$ cat src/rtl/pwr_mode_pkg.sv
package pwr_mode_pkg;
  localparam int unsigned MODE_W = 3;
  localparam int unsigned REG_W  = 2;

  typedef enum logic [MODE_W-1:0] {
    M_RUN    = 3'd0,
    M_LPRUN  = 3'd1,
    M_WAIT   = 3'd2,
    M_LPWAIT = 3'd3,
    M_LSTOP  = 3'd4,
    M_DSTOP  = 3'd5
  } mode_e;

  typedef enum logic [REG_W-1:0] {
    REG_ON  = 2'd0,
    REG_SBY = 2'd1,
    REG_PPD = 2'd2
  } reg_e;
endpackage

$ cat src/rtl/pwr_entry_sel.sv
module pwr_entry_sel
  import pwr_mode_pkg::*;
(
  input  mode_e mode_i,
  input  mode_e origin_i,
  input  logic  dbg_en_i,
  input  logic  lvd_en_i,
  input  logic  lp_run_req_i,
  input  logic  ppd_sel_i,
  input  logic  stop_en_i,
  input  logic  wait_exec_i,
  input  logic  stop_exec_i,
  input  logic  wake_i,
  output mode_e mode_n_o,
  output mode_e origin_n_o,
  output logic  illegal_o,
  output logic  reset_req_o
);
  logic quiet_cfg;  // debug and detect both off
  logic is_run;

  assign quiet_cfg = !dbg_en_i && !lvd_en_i;
  assign is_run    = (mode_i == M_RUN) || (mode_i == M_LPRUN);

  always_comb begin
    mode_n_o    = mode_i;
    origin_n_o  = origin_i;
    illegal_o   = 1'b0;
    reset_req_o = 1'b0;
    unique case (mode_i)
      M_RUN, M_LPRUN: begin
        illegal_o = stop_exec_i && !stop_en_i;
        if (stop_exec_i && stop_en_i) begin
          mode_n_o   = (ppd_sel_i && quiet_cfg) ? M_DSTOP : M_LSTOP;
          origin_n_o = mode_i;
        end else if (wait_exec_i) begin
          mode_n_o = (mode_i == M_LPRUN) ? M_LPWAIT : M_WAIT;
        end else if (mode_i == M_RUN && lp_run_req_i && quiet_cfg) begin
          mode_n_o = M_LPRUN;
        end else if (mode_i == M_LPRUN && !(lp_run_req_i && quiet_cfg)) begin
          mode_n_o = M_RUN;
        end
      end
      M_WAIT:   if (wake_i) mode_n_o = M_RUN;
      M_LPWAIT: if (wake_i) mode_n_o = M_LPRUN;
      M_LSTOP:  if (wake_i) mode_n_o = origin_i;
      M_DSTOP: begin
        if (wake_i) begin
          mode_n_o    = M_RUN;
          reset_req_o = 1'b1;
        end
      end
      default: mode_n_o = M_RUN;
    endcase
  end

  logic unused_run;
  assign unused_run = is_run;
endmodule

$ cat src/rtl/pwr_mode_state.sv
module pwr_mode_state
  import pwr_mode_pkg::*;
(
  input  logic  clk_i,
  input  logic  rst_ni,
  input  mode_e mode_n_i,
  input  mode_e origin_n_i,
  input  logic  illegal_i,
  input  logic  reset_req_i,
  input  logic  dbg_en_i,
  input  logic  lvd_en_i,
  input  logic  stop_exec_i,
  input  logic  stop_en_i,
  output mode_e mode_o,
  output mode_e origin_o,
  output logic  illegal_o,
  output logic  reset_req_o
);
  mode_e mode_q, origin_q;
  logic  illegal_q, reset_req_q;

  always_ff @(posedge clk_i or negedge rst_ni) begin
    if (!rst_ni) begin
      mode_q      <= M_RUN;
      origin_q    <= M_RUN;
      illegal_q   <= 1'b0;
      reset_req_q <= 1'b0;
    end else begin
      mode_q      <= mode_n_i;
      origin_q    <= origin_n_i;
      illegal_q   <= illegal_i;
      reset_req_q <= reset_req_i;
    end
  end

  assign mode_o      = mode_q;
  assign origin_o    = origin_q;
  assign illegal_o   = illegal_q;
  assign reset_req_o = reset_req_q;

  AST_LPRUN_GUARD: assert property (@(posedge clk_i) disable iff (!rst_ni)
    (mode_q == M_LPRUN && $past(mode_q) == M_RUN) |-> (!$past(dbg_en_i) && !$past(lvd_en_i)));
  AST_DEEP_GUARD: assert property (@(posedge clk_i) disable iff (!rst_ni)
    (mode_q == M_DSTOP && $past(mode_q) != M_DSTOP) |-> (!$past(dbg_en_i) && !$past(lvd_en_i)));
  AST_WAKE_RST: assert property (@(posedge clk_i) disable iff (!rst_ni)
    reset_req_q |-> ($past(mode_q) == M_DSTOP && mode_q == M_RUN));
  AST_ILLEGAL_SRC: assert property (@(posedge clk_i) disable iff (!rst_ni)
    illegal_q |-> ($past(stop_exec_i) && !$past(stop_en_i) && $stable(mode_q)));
  AST_ORIGIN_RUN: assert property (@(posedge clk_i) disable iff (!rst_ni)
    (origin_q == M_RUN) || (origin_q == M_LPRUN));
endmodule

$ cat src/rtl/pwr_out_dec.sv
module pwr_out_dec
  import pwr_mode_pkg::*;
(
  input  logic  clk_i,
  input  logic  rst_ni,
  input  mode_e mode_i,
  input  logic  dbg_en_i,
  input  logic  lvd_en_i,
  input  logic  lvd_stop_en_i,
  output logic  cpu_clk_en_o,
  output logic  per_clk_en_o,
  output logic  per_clk_slow_o,
  output reg_e  reg_state_o,
  output logic  lvd_active_o,
  output logic  dbg_clk_en_o,
  output logic  rtc_keep_o
);
  logic lvd_in_stop;
  assign lvd_in_stop = lvd_en_i && lvd_stop_en_i;

  always_comb begin
    cpu_clk_en_o   = 1'b0;
    per_clk_en_o   = 1'b0;
    per_clk_slow_o = 1'b0;
    reg_state_o    = REG_ON;
    lvd_active_o   = lvd_en_i;
    dbg_clk_en_o   = dbg_en_i;
    rtc_keep_o     = 1'b0;
    unique case (mode_i)
      M_RUN: begin
        cpu_clk_en_o = 1'b1;
        per_clk_en_o = 1'b1;
      end
      M_LPRUN: begin
        cpu_clk_en_o   = 1'b1;
        per_clk_en_o   = 1'b1;
        per_clk_slow_o = 1'b1;
        reg_state_o    = REG_SBY;
      end
      M_WAIT: per_clk_en_o = 1'b1;
      M_LPWAIT: begin
        per_clk_en_o   = 1'b1;
        per_clk_slow_o = 1'b1;
        reg_state_o    = REG_SBY;
      end
      M_LSTOP: begin
        reg_state_o  = (dbg_en_i || lvd_in_stop) ? REG_ON : REG_SBY;
        lvd_active_o = lvd_in_stop;
      end
      M_DSTOP: begin
        reg_state_o  = REG_PPD;
        lvd_active_o = 1'b0;
        dbg_clk_en_o = 1'b0;
        rtc_keep_o   = 1'b1;
      end
      default: ;
    endcase
  end

  AST_STOP_GATED: assert property (@(posedge clk_i) disable iff (!rst_ni)
    (mode_i == M_LSTOP || mode_i == M_DSTOP) |-> (!cpu_clk_en_o && !per_clk_en_o));
  AST_PPD_ONLY_DEEP: assert property (@(posedge clk_i) disable iff (!rst_ni)
    (reg_state_o == REG_PPD) |-> (rtc_keep_o && !lvd_active_o && !dbg_clk_en_o));
  AST_LSTOP_REG_ON: assert property (@(posedge clk_i) disable iff (!rst_ni)
    (mode_i == M_LSTOP && lvd_active_o) |-> (reg_state_o == REG_ON));
endmodule

$ cat src/rtl/pwr_mode_seq.sv
module pwr_mode_seq
  import pwr_mode_pkg::*;
(
  input  logic                    clk_i,
  input  logic                    rst_ni,
  input  logic                    dbg_en_i,
  input  logic                    lvd_en_i,
  input  logic                    lvd_stop_en_i,
  input  logic                    lp_run_req_i,
  input  logic                    ppd_sel_i,
  input  logic                    stop_en_i,
  input  logic                    wait_exec_i,
  input  logic                    stop_exec_i,
  input  logic                    wake_i,
  output logic [MODE_W-1:0]       mode_o,
  output logic                    cpu_clk_en_o,
  output logic                    per_clk_en_o,
  output logic                    per_clk_slow_o,
  output logic [REG_W-1:0]        reg_state_o,
  output logic                    lvd_active_o,
  output logic                    dbg_clk_en_o,
  output logic                    rtc_keep_o,
  output logic                    illegal_op_o,
  output logic                    reset_req_o
);
  mode_e mode_q, origin_q, mode_n, origin_n;
  logic  illegal_n, reset_req_n;
  reg_e  reg_state;

  pwr_entry_sel u_sel (
    .mode_i       (mode_q),
    .origin_i     (origin_q),
    .dbg_en_i     (dbg_en_i),
    .lvd_en_i     (lvd_en_i),
    .lp_run_req_i (lp_run_req_i),
    .ppd_sel_i    (ppd_sel_i),
    .stop_en_i    (stop_en_i),
    .wait_exec_i  (wait_exec_i),
    .stop_exec_i  (stop_exec_i),
    .wake_i       (wake_i),
    .mode_n_o     (mode_n),
    .origin_n_o   (origin_n),
    .illegal_o    (illegal_n),
    .reset_req_o  (reset_req_n)
  );

  pwr_mode_state u_state (
    .clk_i       (clk_i),
    .rst_ni      (rst_ni),
    .mode_n_i    (mode_n),
    .origin_n_i  (origin_n),
    .illegal_i   (illegal_n),
    .reset_req_i (reset_req_n),
    .dbg_en_i    (dbg_en_i),
    .lvd_en_i    (lvd_en_i),
    .stop_exec_i (stop_exec_i),
    .stop_en_i   (stop_en_i),
    .mode_o      (mode_q),
    .origin_o    (origin_q),
    .illegal_o   (illegal_op_o),
    .reset_req_o (reset_req_o)
  );

  pwr_out_dec u_dec (
    .clk_i          (clk_i),
    .rst_ni         (rst_ni),
    .mode_i         (mode_q),
    .dbg_en_i       (dbg_en_i),
    .lvd_en_i       (lvd_en_i),
    .lvd_stop_en_i  (lvd_stop_en_i),
    .cpu_clk_en_o   (cpu_clk_en_o),
    .per_clk_en_o   (per_clk_en_o),
    .per_clk_slow_o (per_clk_slow_o),
    .reg_state_o    (reg_state),
    .lvd_active_o   (lvd_active_o),
    .dbg_clk_en_o   (dbg_clk_en_o),
    .rtc_keep_o     (rtc_keep_o)
  );

  assign mode_o      = mode_q;
  assign reg_state_o = reg_state;

  AST_RESET_REQ_PULSE: assert property (@(posedge clk_i) disable iff (!rst_ni)
    reset_req_o |=> !reset_req_o);
endmodule

$ cat config.mk
export PLATFORM = sky130hd
export DESIGN_NAME = pwr_mode_seq
export DESIGN_NICKNAME = d
export VERILOG_FILES = /design/src/rtl/pwr_mode_pkg.sv /design/src/rtl/pwr_entry_sel.sv /design/src/rtl/pwr_mode_state.sv /design/src/rtl/pwr_out_dec.sv /design/src/rtl/pwr_mode_seq.sv
export SDC_FILE = /design/constraint.sdc
export NUM_CORES = 1
export LEC_CHECK = 0
export BUFFER_PORTS_ARGS = -buffer_cell sky130_fd_sc_hd__buf_2
export CORE_AREA = 8 8 45 47
export CTS_CLUSTER_DIAMETER = 200
export DETAILED_ROUTE_END_ITERATION = 10
export DIE_AREA = 0 0 53 55
export GPL_TIMING_DRIVEN = 1
export PLACE_DENSITY = 0.67
export SYNTH_ARGS = -nofsm -noshare
export SYNTH_HDL_FRONTEND = slang
export SYNTH_SLANG_ARGS = --single-unit
$ cat constraint.sdc
create_clock -name clk_i -period 3.24 [get_ports clk_i]
set_input_delay 0.972 -clock clk_i [delete_from_list [all_inputs] [get_ports clk_i]]
set_output_delay 0.972 -clock clk_i [all_outputs]
set_load 0.05 [all_outputs]
==> Word-level counts from Yosys, hierarchy flattened <==
Index checks and enable logic that the tools add are counted.
{ "totals": {"in_bits": 11, "ramBits": 0, "out_inout_bits": 13, "n_memories": 0, "wordCells": 55, "latch_bits": 0, "rom_bits": 0, "ff_bits": 8} }
{ "op_classes": {"n_eq_ne": 9, "mul": 0, "shifts": 0, "bitwise": 0, "n_lt_le_gt_ge": 0, "div": 0, "add_sub_neg": 0, "n_mux": 21, "reduce_logical": 21} }
{ "ops": {"columns": ["cell", "n"], "rows": [
  ["$mux W3", 7],
  ["$pmux W3 S4", 1],
  ["$mux W1", 11],
  ["$logic_and A1 B1 Y1", 9],
  ["$eq A3 B2 Y1 const B", 2],
  ["$eq A3 B3 Y1 const B", 2],
  ["$pmux W2 S3", 1],
  ["$reduce_or A2 Y1", 3],
  ["$ne A5 B1 Y1 const B", 1],
  ["$logic_not A1 Y1", 4],
  ["$ne A2 B2 Y1 const B", 2],
  ["$reduce_and A4 Y1", 1],
  ["$reduce_or A4 Y1", 1],
  ["$eq A3 B1 Y1 const B", 1],
  ["$logic_not A3 Y1", 1],
  ["$ne A2 B1 Y1 const B", 1],
  ["$pmux W1 S2", 1],
  ["$reduce_and A2 Y1", 1],
  ["$logic_or A1 B1 Y1", 1]
]} }

==> Depth between registers and ports, before layout <==
Gate-level depths: netlist of run 1.
{ "depth": {"depth_word": 10, "ltp_mapped": 5, "ltp_nobuf": 4} }

==> Cells and area by module <==
A second synthesis of run 1 with hierarchy kept.
{ "unflattened": {"cells_unflattened": 48, "area_unflattened_um2": 480.5} }
{ "by_module_without_submodules": {"columns": ["module", "seq_area_each_um2", "n_inst", "area_each_um2", "cells_each"], "rows": [
  ["pwr_entry_sel", 0.0, 1, 210.2, 29],
  ["pwr_mode_state", 200.2, 1, 200.2, 8],
  ["pwr_out_dec", 0.0, 1, 70.1, 11]
]} }

==> Worst setup path after synthesis of run 1 <==
OpenSTA, ideal clock, no wires.
{ "synth_timing": {"kind": "reg-to-output", "start": "register u_state.mode_q[2], in the netlist u_state.mode_o[2]", "end": "output lvd_active_o", "required_ns": 2.268, "arrival_ns": 2.285, "setup_slack_ns": -0.017, "stages_incl_launch_ff": 4, "path_buffers": 0, "path_cell_list": "dfrtp_1 -> inv_1 -> nor2_1 -> a21boi_0"} }
{ "synth_between": {"elab_chain_len": 2, "elab_cells_between_ends": 3, "classes_between": "eq/ne: 2; mux: 1"} }
{ "synth_rtl": {"columns": ["item", "line", "text"], "rows": [
  ["start, declared", "pwr_mode_state.sv:19", "mode_e mode_q, origin_q;"],
  ["start signal, assigned", "pwr_mode_state.sv:29", "mode_q <= mode_n_i;"],
  ["$eq A3 B3 Y1", "pwr_out_dec.sv:29", "unique case (mode_i)"],
  ["$pmux W1 S2 *", "pwr_out_dec.sv:29", null],
  ["end, declared", "pwr_mode_seq.sv:20", "output logic lvd_active_o,"]
]} }
Every way passes the cells marked *; elsewhere a longest branch is shown, timed or not.

==> Worst setup path after layout of run 1 <==
{ "layout_timing": {"start": "register u_state.mode_q[2], in the netlist u_state.mode_o[2]", "end": "output rtc_keep_o"} }
{ "layout_between": {"elab_chain_len": 2} }
{ "layout_rtl": {"columns": ["item", "line", "text"], "rows": [
  ["$eq A3 B3 Y1", "pwr_out_dec.sv:29", null],
  ["$mux W1", "pwr_out_dec.sv:29", null],
  ["end, declared", "pwr_mode_seq.sv:22", "output logic rtc_keep_o,"]
]} }
No other way between the ends.

==> run summary, run 1 <==
Status: finished, final reports clean
Worst Hold Class: reg -> reg
FMAX: 386 MHz
Reg2Reg Depth: 2
Synth Register Bits: 8
Clk Latency, worst-skew pair: 260 ps
# setup viols final: 0
R2R Setup Slk: 1900 ps
Switching Power: 334 uW
TritonCTS Buffers: 3
Final hold violations: 0
Initial Utilization: 0.327
Top cell type's share of synthesized area: 0.442
Gates resized, CTS repair: 0
Final GP Congestion: 0.740
Leak: 0.315 nW
Final Hold Slack: 502 ps
Area delta synth->final: 29.0%
Async SR Flop Fraction: 1.00
Synth top cells by count: dfrtp_1, nand2_1, nor2_1
Cell variety after synth: 25
Power Density: 1010 nW/um^2
Largest net degree at the start of global routing: 14
Sw Ratio: 0.568
Max Clock Skew: 6.95 ps
Most common cell in the netlist: dfrtp_1
Largest family of logic cells by synthesized area: simple AND/OR/NAND/NOR gates
Io pins: 24
RR Endpoint: u_state.origin_o[0]
Worst path top cell family by delay: flip-flops
Worst Tran Pin Value: 348 ps
Drt first pass iters: 4
Worst Hold Endpoint: u_state.origin_o[1]
Proportion of layout cells with a drive suffix above 1: 0.403
Die Wd: 53 um
Core area: 1380 um^2
H-Tree Depth: 1
Period utilisation layout: 0.799
Root Driver: clkbuf_4
Max-cap violation count: 0
Register area share after synthesis: 0.442
DR iter-0 viols: 6
Worst vdd ir: 0.311 mV
Clk pwr share: 0.131
Post-CTS Hold Buffers: 0
Initial antenna violation count: 0
Worst path required time: 2270 ps
CP max FO: 12
Residual DRC: 0
DP HPWL: 876 um
Crit path launch type: flop
Synth Cell Area: 453 um^2
Critical Path End Type: output port
Post-synth EDFFs: 0
Row count: 14
Dpl ws: 701 ps
Fin area: 584 um^2
Via density: 4.95
Top cells by area, synth: dfrtp_1, nand2_1, nor2_1
Minimum clock period: 2590 ps
Normalized max-slew margin: 0.767
Cell Int Power: 254 uW
WL/cell: 12.7 um
Setup ws final: 650 ps
CTS sink cnt: 8
Combinational Power Share: 0.570
GRT overflow: 0
Simple-Gate Fraction of Synth Area: 0.276
Via count: 436
Finished Core Util: 0.422
Crit path DAT: 1620 ps
Synth Flop Type: dfrtp_1
Die height: 55 um
Placed Area: 562 um^2
Bufs and invs on worst path: 2
CTS tree: done
Adder-cell area share of the yosys netlist: 0
YS warnings: 0
Post-Route WL: 1110 um
Area leader, netlist: dfrtp_1
Setup TNS: 0 ps
Min-Delay Startpoint: u_state.origin_o[1]
Max Slew Vio Count: 0
RSZ-0062 raised after global routing: no
NumNets Final: 85
Post-synthesis mux area share: 0.0249
DRT antenna net count: 0
Critical Path, Cell by Cell: inv_1 -> nor2_1 -> and2_1 -> buf_2
Clk slew on worst S/H paths: 60 ps
Syn Area/Cell: 9.06 um^2
Total setup buffers inserted after CTS: 0
Cells after Synth: 50
First-pass GRT wire length: 1700 um
Gr usage total: 0.0815
Worst hold path depth: 1
Critical path type: reg -> out
RR Startpoint: u_state.mode_o[2]
ANT cells: 0
Slowest CP cell: dfrtp_1
Sequential share of power: 0.299
CP max stage delay: 520 ps
Die Outline Area: 2920 um^2
Synth Area in Compound Gates: 0.177
CTS max path bufs: 2
IO Port Bufs: 23
Syn nets: 61
Vias in the first global route: 393
XOR/XNOR share of the synthesized area: 0
layout by cell type (no fill, tap or decap):
cell type	count
buf_2	23
dfrtp_1	8
nand2_1	7
nor2_1	5
o21ai_0	3
clkbuf_4	3
inv_1	2
nand2b_1	2
nor2b_1	2
nand4b_1	2
a21boi_1	1
and2_1	1
nand3_1	1
nor2b_2	1
and3_1	1
nor4b_1	1
a21oi_1	1
a311oi_1	1
nor3_1	1
o21a_1	1
a21boi_2	1
o22ai_1	1
a222oi_1	1
a31o_1	1
mux2_2	1
power groups by stage:
stage / Clock [mW] / Combinational [mW] / Sequential, mW
floorplan: 0 / 0.239 / 0.214
global placement: 0 / 0.335 / 0.178
detailed placement: 0 / 0.338 / 0.177
CTS: 0.0808 / 0.338 / 0.176
global route: 0.0888 / 0.357 / 0.184
finish: 0.0773 / 0.335 / 0.176
area by class of cell:
type,instances,area (um^2)
fillers,146,800
multi-input cells,36,219
flip-flops and latches,8,200
repair buffers,23,115
clock buffers,3,22.5
well taps,16,20.0
inverters,2,7.51
cell families (layout without fill, tap and decap cells):
logic type	Yosys count	count (layout)
flops	8	8
simple gates	24	24
buf+inv	6	28
compound gates	11	11
mux	1	1
state kept, by name, summed over array words and instances, names as in the netlist:
register	cells
u_state.mode_o	3
u_state.illegal_o	1
u_state.reset_req_o	1
u_state.origin_o	3
how the worst max path moves through the flow:
stage | from | endpoint | slack [ps] | cells after the start
after floorplan | u_state.mode_o[2] | reg_state_o[1] | 200 | 4
after detailed placement | dbg_en_i | reg_state_o[0] | 700 | 5
after global routing | u_state.mode_o[2] | reg_state_o[1] | 490 | 4
after CTS | u_state.mode_o[2] | rtc_keep_o | 640 | 4
final | u_state.mode_o[2] | rtc_keep_o | 650 | 4
after global placement | dbg_en_i | reg_state_o[0] | 720 | 5
metal layers:
metal | vias to the layer above | routed length (um) | global-route usage
met5 | - | 0 | 0
met4 | 0 | 21 | 0.0517
met3 | 5 | 132 | 0.0535
met2 | 13 | 520 | 0.117
met1 | 197 | 440 | 0.0868
li1 | 221 | - | -
through the flow:
stage	cells	total power [mW]
finish	88	0.588
global route	88	0.630
CTS	88	0.595
detailed placement	85	0.515
global placement	85	0.513
floorplan	50	0.453
(Power assumes the default switching activity.)
==> run 2: changes to the inputs <==
--- a/config.mk
+++ b/config.mk
@@ -5,13 +5,14 @@
 export SDC_FILE = /design/constraint.sdc
 export NUM_CORES = 1
 export LEC_CHECK = 0
+export ABC_AREA = 1
 export BUFFER_PORTS_ARGS = -buffer_cell sky130_fd_sc_hd__buf_2
 export CORE_AREA = 8 8 45 47
 export CTS_CLUSTER_DIAMETER = 200
 export DETAILED_ROUTE_END_ITERATION = 10
 export DIE_AREA = 0 0 53 55
 export GPL_TIMING_DRIVEN = 1
-export PLACE_DENSITY = 0.67
+export PLACE_DENSITY = 0.72
 export SYNTH_ARGS = -nofsm -noshare
 export SYNTH_HDL_FRONTEND = slang
 export SYNTH_SLANG_ARGS = --single-unit
==> constraint.sdc (replaced) <==
create_clock -name clk_i -period 2.4 [get_ports clk_i]
set_input_delay 0.72 -clock clk_i [delete_from_list [all_inputs] [get_ports clk_i]]
set_output_delay 0.72 -clock clk_i [all_outputs]
set_load 0.05 [all_outputs]
==> run 2 against run 1 <==
  * Die area stayed put
  * Wire length is 26% higher
  * Count of clock-buffer cells in the layout is 1 higher
  * Clock skew is 4.4 ps lower
  * Largest cell class unchanged
  * Largest power group unchanged
==> run summary, run 2 <==
Status: finished, final reports clean
# setup viols final: 0
Critical Path End Type: output port
DR iter-0 viols: 7
Final hold violations: 0
Switching Power: 537 uW
Largest net degree at the start of global routing: 12
Proportion of layout cells with a drive suffix above 1: 0.376
Combinational Power Share: 0.642
Worst setup startpoint: u_state.mode_o[0]
Area leader, netlist: dfrtp_1
Clk slew on worst S/H paths: 50 ps
Period utilisation layout: 0.929
TritonCTS Buffers: 3
Initial antenna violation count: 0
Most frequent cells in the layout: buf_2, nand2_1, nor2_1
DRT antenna net count: 0
Die height: 55 um
Fin area: 674 um^2
Worst Tran Pin Value: 381 ps
Normalized max-slew margin: 0.746
First-pass GRT wire length: 2370 um
Post-Route WL: 1400 um
Multi-input gate area: 274 um^2
Post-synth EDFFs: 0
Cell Int Power: 364 uW
Minimum clock period: 2230 ps
Max-cap violation count: 0
Io pins: 24
Gr usage total: 0.109
Async SR Flop Fraction: 1.00
Final Power: 900 uW
Leak: 0.380 nW
Syn Area/Cell: 6.80 um^2
RSZ-0062 raised after global routing: no
Root Driver: clkbuf_4
CTS max path bufs: 2
ANT cells: 0
Area delta synth->final: 30.5%
NumNets Final: 113
Core area: 1380 um^2
Worst vdd ir: 0.551 mV
Top cell type's share of synthesized area: 0.387
Worst path required time: 1680 ps
Syn nets: 87
Synth Cell Area: 517 um^2
Drt first pass iters: 4
Top cells by area, synth: dfrtp_1, nand2_1, nor2_1
Max Clock Skew: 2.52 ps
Final Hold Slack: 303 ps
Critical path type: reg -> out
Via count: 557
Die Wd: 53 um
Placed Area: 648 um^2
DP HPWL: 1160 um
H-Tree Depth: 1
Die Outline Area: 2920 um^2
Final GP Congestion: 0.845
CTS tree: done
YS warnings: 0
WL/cell: 12.0 um
Synth Register Bits: 8
Fillcell total: 145
Worst path top cell family by delay: buffers and inverters
RR Startpoint: u_state.mode_o[0]
GRT overflow: 0
Slowest CP cell: dfrtp_1
Total setup buffers inserted after CTS: 0
Sw Ratio: 0.596
Sequential share of power: 0.239
Power Density: 1340 nW/um^2
Clk Latency, worst-skew pair: 250 ps
Crit path launch type: flop
Worst Hold Class: in -> async
CP max stage delay: 420 ps
Bufs and invs on worst path: 2
Sequential cell area: 201 um^2
FMAX: 449 MHz
Gates resized, CTS repair: 0
Register area share after synthesis: 0.387
Row count: 14
Post-CTS Hold Buffers: 0
Max Slew Vio Count: 0
CTS sink cnt: 8
Via density: 4.76
Vias in the first global route: 592
Initial Utilization: 0.373
IO Port Bufs: 23
Crit path DAT: 1510 ps
CP max FO: 11
Critical Path, Cell by Cell: inv_1 -> nand2_2 -> o21ai_1 -> buf_2
Commonest non-fill, non-tap cell in the layout: buf_2
Synth Flop Type: dfrtp_1
Synth top cells by count: nand2_1, nor2_1, inv_1
Most common cell in the netlist: nand2_1
Residual DRC: 0
Cells after Synth: 76
Clk pwr share: 0.119
Cell variety after synth: 17
run 2: cell count changes in the layout (fill, tap and decap cells not counted), moves of 2 or more:
cell,before,now
nand2_1,7,21
inv_1,2,9
nand3_1,1,6
nor2_1,5,10
nand2_2,0,4
nand2b_1,2,0
nand4b_1,2,0
nor2_2,0,2
nor2_4,0,2
nor2b_1,2,0
o21ai_1,0,2
run 2: cell families after synthesis:
| logic type | count (synthesis) | synth area share |
|---|---|---|
| compound gates | 10 | 0.109 |
| buf+inv | 12 | 0.109 |
| flops | 8 | 0.387 |
| simple gates | 46 | 0.395 |
run 2: final cells by class:
cell class / count / area share
multi-input combinational: 56 / 0.406
sequential: 8 / 0.299
timing repair buffer: 23 / 0.171
inverter: 10 / 0.0557
clock buffer: 4 / 0.0390
tap: 16 / 0.0297
run 2: metrics by stage:
| step | worst slack [ps] | utilization | std cells | TNS [ps] |
|---|---|---|---|---|
| 2_1_floorplan | -99.3 | - | 76 | -99.3 |
| 3_3_place_gp | 321 | 0.468 | 113 | 0 |
| 3_5_place_dp | 294 | 0.468 | 113 | 0 |
| 4_1_cts | 131 | 0.487 | 117 | 0 |
| 5_1_grt | 17.8 | 0.487 | 117 | 0 |
| 6_report | 171 | 0.487 | 117 | 0 |
run 2: routing by layer:
| layer | track usage | vias to the layer above | share of wire |
|---|---|---|---|
| li1 | - | 289 | - |
| met1 | 0.107 | 246 | 0.39 |
| met2 | 0.188 | 20 | 0.47 |
| met3 | 0.0561 | 2 | 0.13 |
| met4 | 0.0517 | 0 | 0.0086 |
| met5 | 0 | - | 0 |
run 2: worst paths after layout:
path	depth (start not counted)	slack, ps	endpoint
worst min register to register	2	490	u_state.origin_o[0]
worst min-delay path	1	300	u_state.mode_o[1]
worst max-delay path	4	170	lvd_active_o
min in group clk_i	2	490	u_state.origin_o[0]
worst max register to register	8	960	u_state.mode_o[0]
max in group asynchronous	1	1920	u_state.mode_o[2]
run 2: power groups by stage:
stage	registers [mW]	clock network [mW]	logic [mW]
final	0.215	0.107	0.578
after global routing	0.226	0.123	0.625
after CTS	0.217	0.116	0.583
after detailed placement	0.219	0	0.582
after global placement	0.218	0	0.571
after floorplan	0.292	0	0.385
==> run 3: changes to the inputs <==
--- a/config.mk
+++ b/config.mk
@@ -7,10 +7,10 @@
 export LEC_CHECK = 0
 export ABC_AREA = 1
 export BUFFER_PORTS_ARGS = -buffer_cell sky130_fd_sc_hd__buf_2
-export CORE_AREA = 8 8 45 47
+export CORE_AREA = 2 2 39 41
 export CTS_CLUSTER_DIAMETER = 200
 export DETAILED_ROUTE_END_ITERATION = 10
-export DIE_AREA = 0 0 53 55
+export DIE_AREA = 0 0 41 43
 export GPL_TIMING_DRIVEN = 1
 export PLACE_DENSITY = 0.72
 export SYNTH_ARGS = -nofsm -noshare
==> run 3 against run 2 <==
  * Wire length fell by 14%
  * Non-clock buffer count did not move
  * Count of clock-buffer cells in the layout did not move
  * Critical path depth did not move
  * Via count is 0.54% higher
  * Sequential share of layout area unchanged
  * Setup slack got worse by 27 ps
  * Core utilization is the same
  * Die area is 40% lower
  * Fmax decreased by 1.2%
  * First-iteration DRC count is 57% higher
  * Highest routed layer is now met3
==> run summary, run 3 (synthesis results as in run 2) <==
Status: finished, final reports clean
DR iter-0 viols: 11
IO Port Bufs: 23
Largest net degree at the start of global routing: 12
Gr usage total: 0.146
Critical Path End Type: output port
Critical path type: reg -> out
R2R Setup Slk: 940 ps
Clk Latency, worst-skew pair: 250 ps
Leak: 0.380 nW
Io pins: 24
Final GP Congestion: 0.837
Post-Route WL: 1210 um
Power Density: 1330 nW/um^2
Normalized max-slew margin: 0.731
Clk slew on worst S/H paths: 50 ps
Die Wd: 41 um
Setup TNS: 0 ps
Final hold violations: 0
Max Slew Vio Count: 0
Die Outline Area: 1760 um^2
Core area: 1380 um^2
End of the critical path: reg_state_o[0]
Root Driver: clkbuf_4
ANT cells: 0
Crit path DAT: 1540 ps
Total setup buffers inserted after CTS: 0
Minimum clock period: 2260 ps
Max-cap violation count: 0
Commonest non-fill, non-tap cell in the layout: buf_2
Area delta synth->final: 30.5%
Via count: 560
Initial antenna violation count: 0
NumNets Final: 113
RR Endpoint: u_state.mode_o[2]
GRT overflow: 0
CTS max path bufs: 2
Max Clock Skew: 1.01 ps
Row count: 14
Worst vdd ir: 0.713 mV
Initial Utilization: 0.373
Worst Hold Class: in -> async
Proportion of layout cells with a drive suffix above 1: 0.376
DP HPWL: 941 um
Worst setup startpoint: u_state.mode_o[0]
RSZ-0062 raised after global routing: no
TritonCTS Buffers: 3
Final Hold Slack: 293 ps
CTS tree: done
RR Startpoint: u_state.mode_o[0]
Residual DRC: 0
Finished Core Util: 0.487
Via density: 4.79
# setup viols final: 0
Most frequent cells in the layout: buf_2, nand2_1, nor2_1
CP max FO: 11
Gates resized, CTS repair: 0
Post-CTS Hold Buffers: 0
Period utilisation layout: 0.940
Drt first pass iters: 4
Worst path required time: 1680 ps
Reg2Reg Depth: 8
First-pass GRT wire length: 1730 um
H-Tree Depth: 1
DRT antenna net count: 0
FMAX: 443 MHz
WL/cell: 10.3 um
CTS sink cnt: 8
Die height: 43 um
Vias in the first global route: 462
Crit path launch type: flop
Worst Tran Pin Value: 403 ps
## run 3: cell counts in the layout (fill, tap and decap cells not counted)
Identical to the previous run, type by type.
## run 3: layout make-up
class                           count  area [um^2]
Multi-Input combinational cell     56          274
Sequential cell                     8          201
Timing Repair Buffer               23          115
Clock buffer                        4         26.3
Inverter                           10         37.5
Fill cell                         145          709
Tap cell                           16         20.0
## run 3: metal layers
layer  up-vias  track usage  wire length (um)
met4         0       0.0800                 0
met5         -            0                 0
met3         0       0.0314                95
met1       247        0.180               566
li1        287            -                 -
met2        26        0.225               547
## run 3: critical path, cell delays in order (launching register included)
cell and delay, ps:
dfrtp_1 430, inv_1 330, nand3_1 140, o22ai_2 100
buf_2 280
## run 3: metrics by stage
step	setup slack, ps	power (mW)	cell area (um^2)	instances
after floorplan	-99.3	0.677	532	76
after global placement	323	0.783	648	113
after detailed placement	296	0.791	648	113
after CTS	129	0.906	674	117
after global routing	30.0	0.964	674	117
final	144	0.897	674	117
## run 3: report_power, final
group | internal [mW] | switching, mW | leakage (nW) | total (mW)
Combinational | 0.134 | 0.437 | 0.258 | 0.571
Sequential | 0.166 | 0.0491 | 0.106 | 0.215
Clock | 0.0637 | 0.0466 | 0.0150 | 0.110
Total | 0.364 | 0.533 | 0.380 | 0.897
## run 3: worst min-delay path by stage
stage / from / to / slack, ps / depth (start not counted)
after CTS: rst_ni / u_state.origin_o[1] / 290 / 1
after global routing: rst_ni / u_state.origin_o[1] / 290 / 1
after global placement: u_state.origin_o[2] / u_state.origin_o[2] / 480 / 2
after floorplan: rst_ni / u_state.illegal_o / 420 / 0
after detailed placement: u_state.origin_o[0] / u_state.origin_o[0] / 490 / 2
final: rst_ni / u_state.illegal_o / 290 / 1
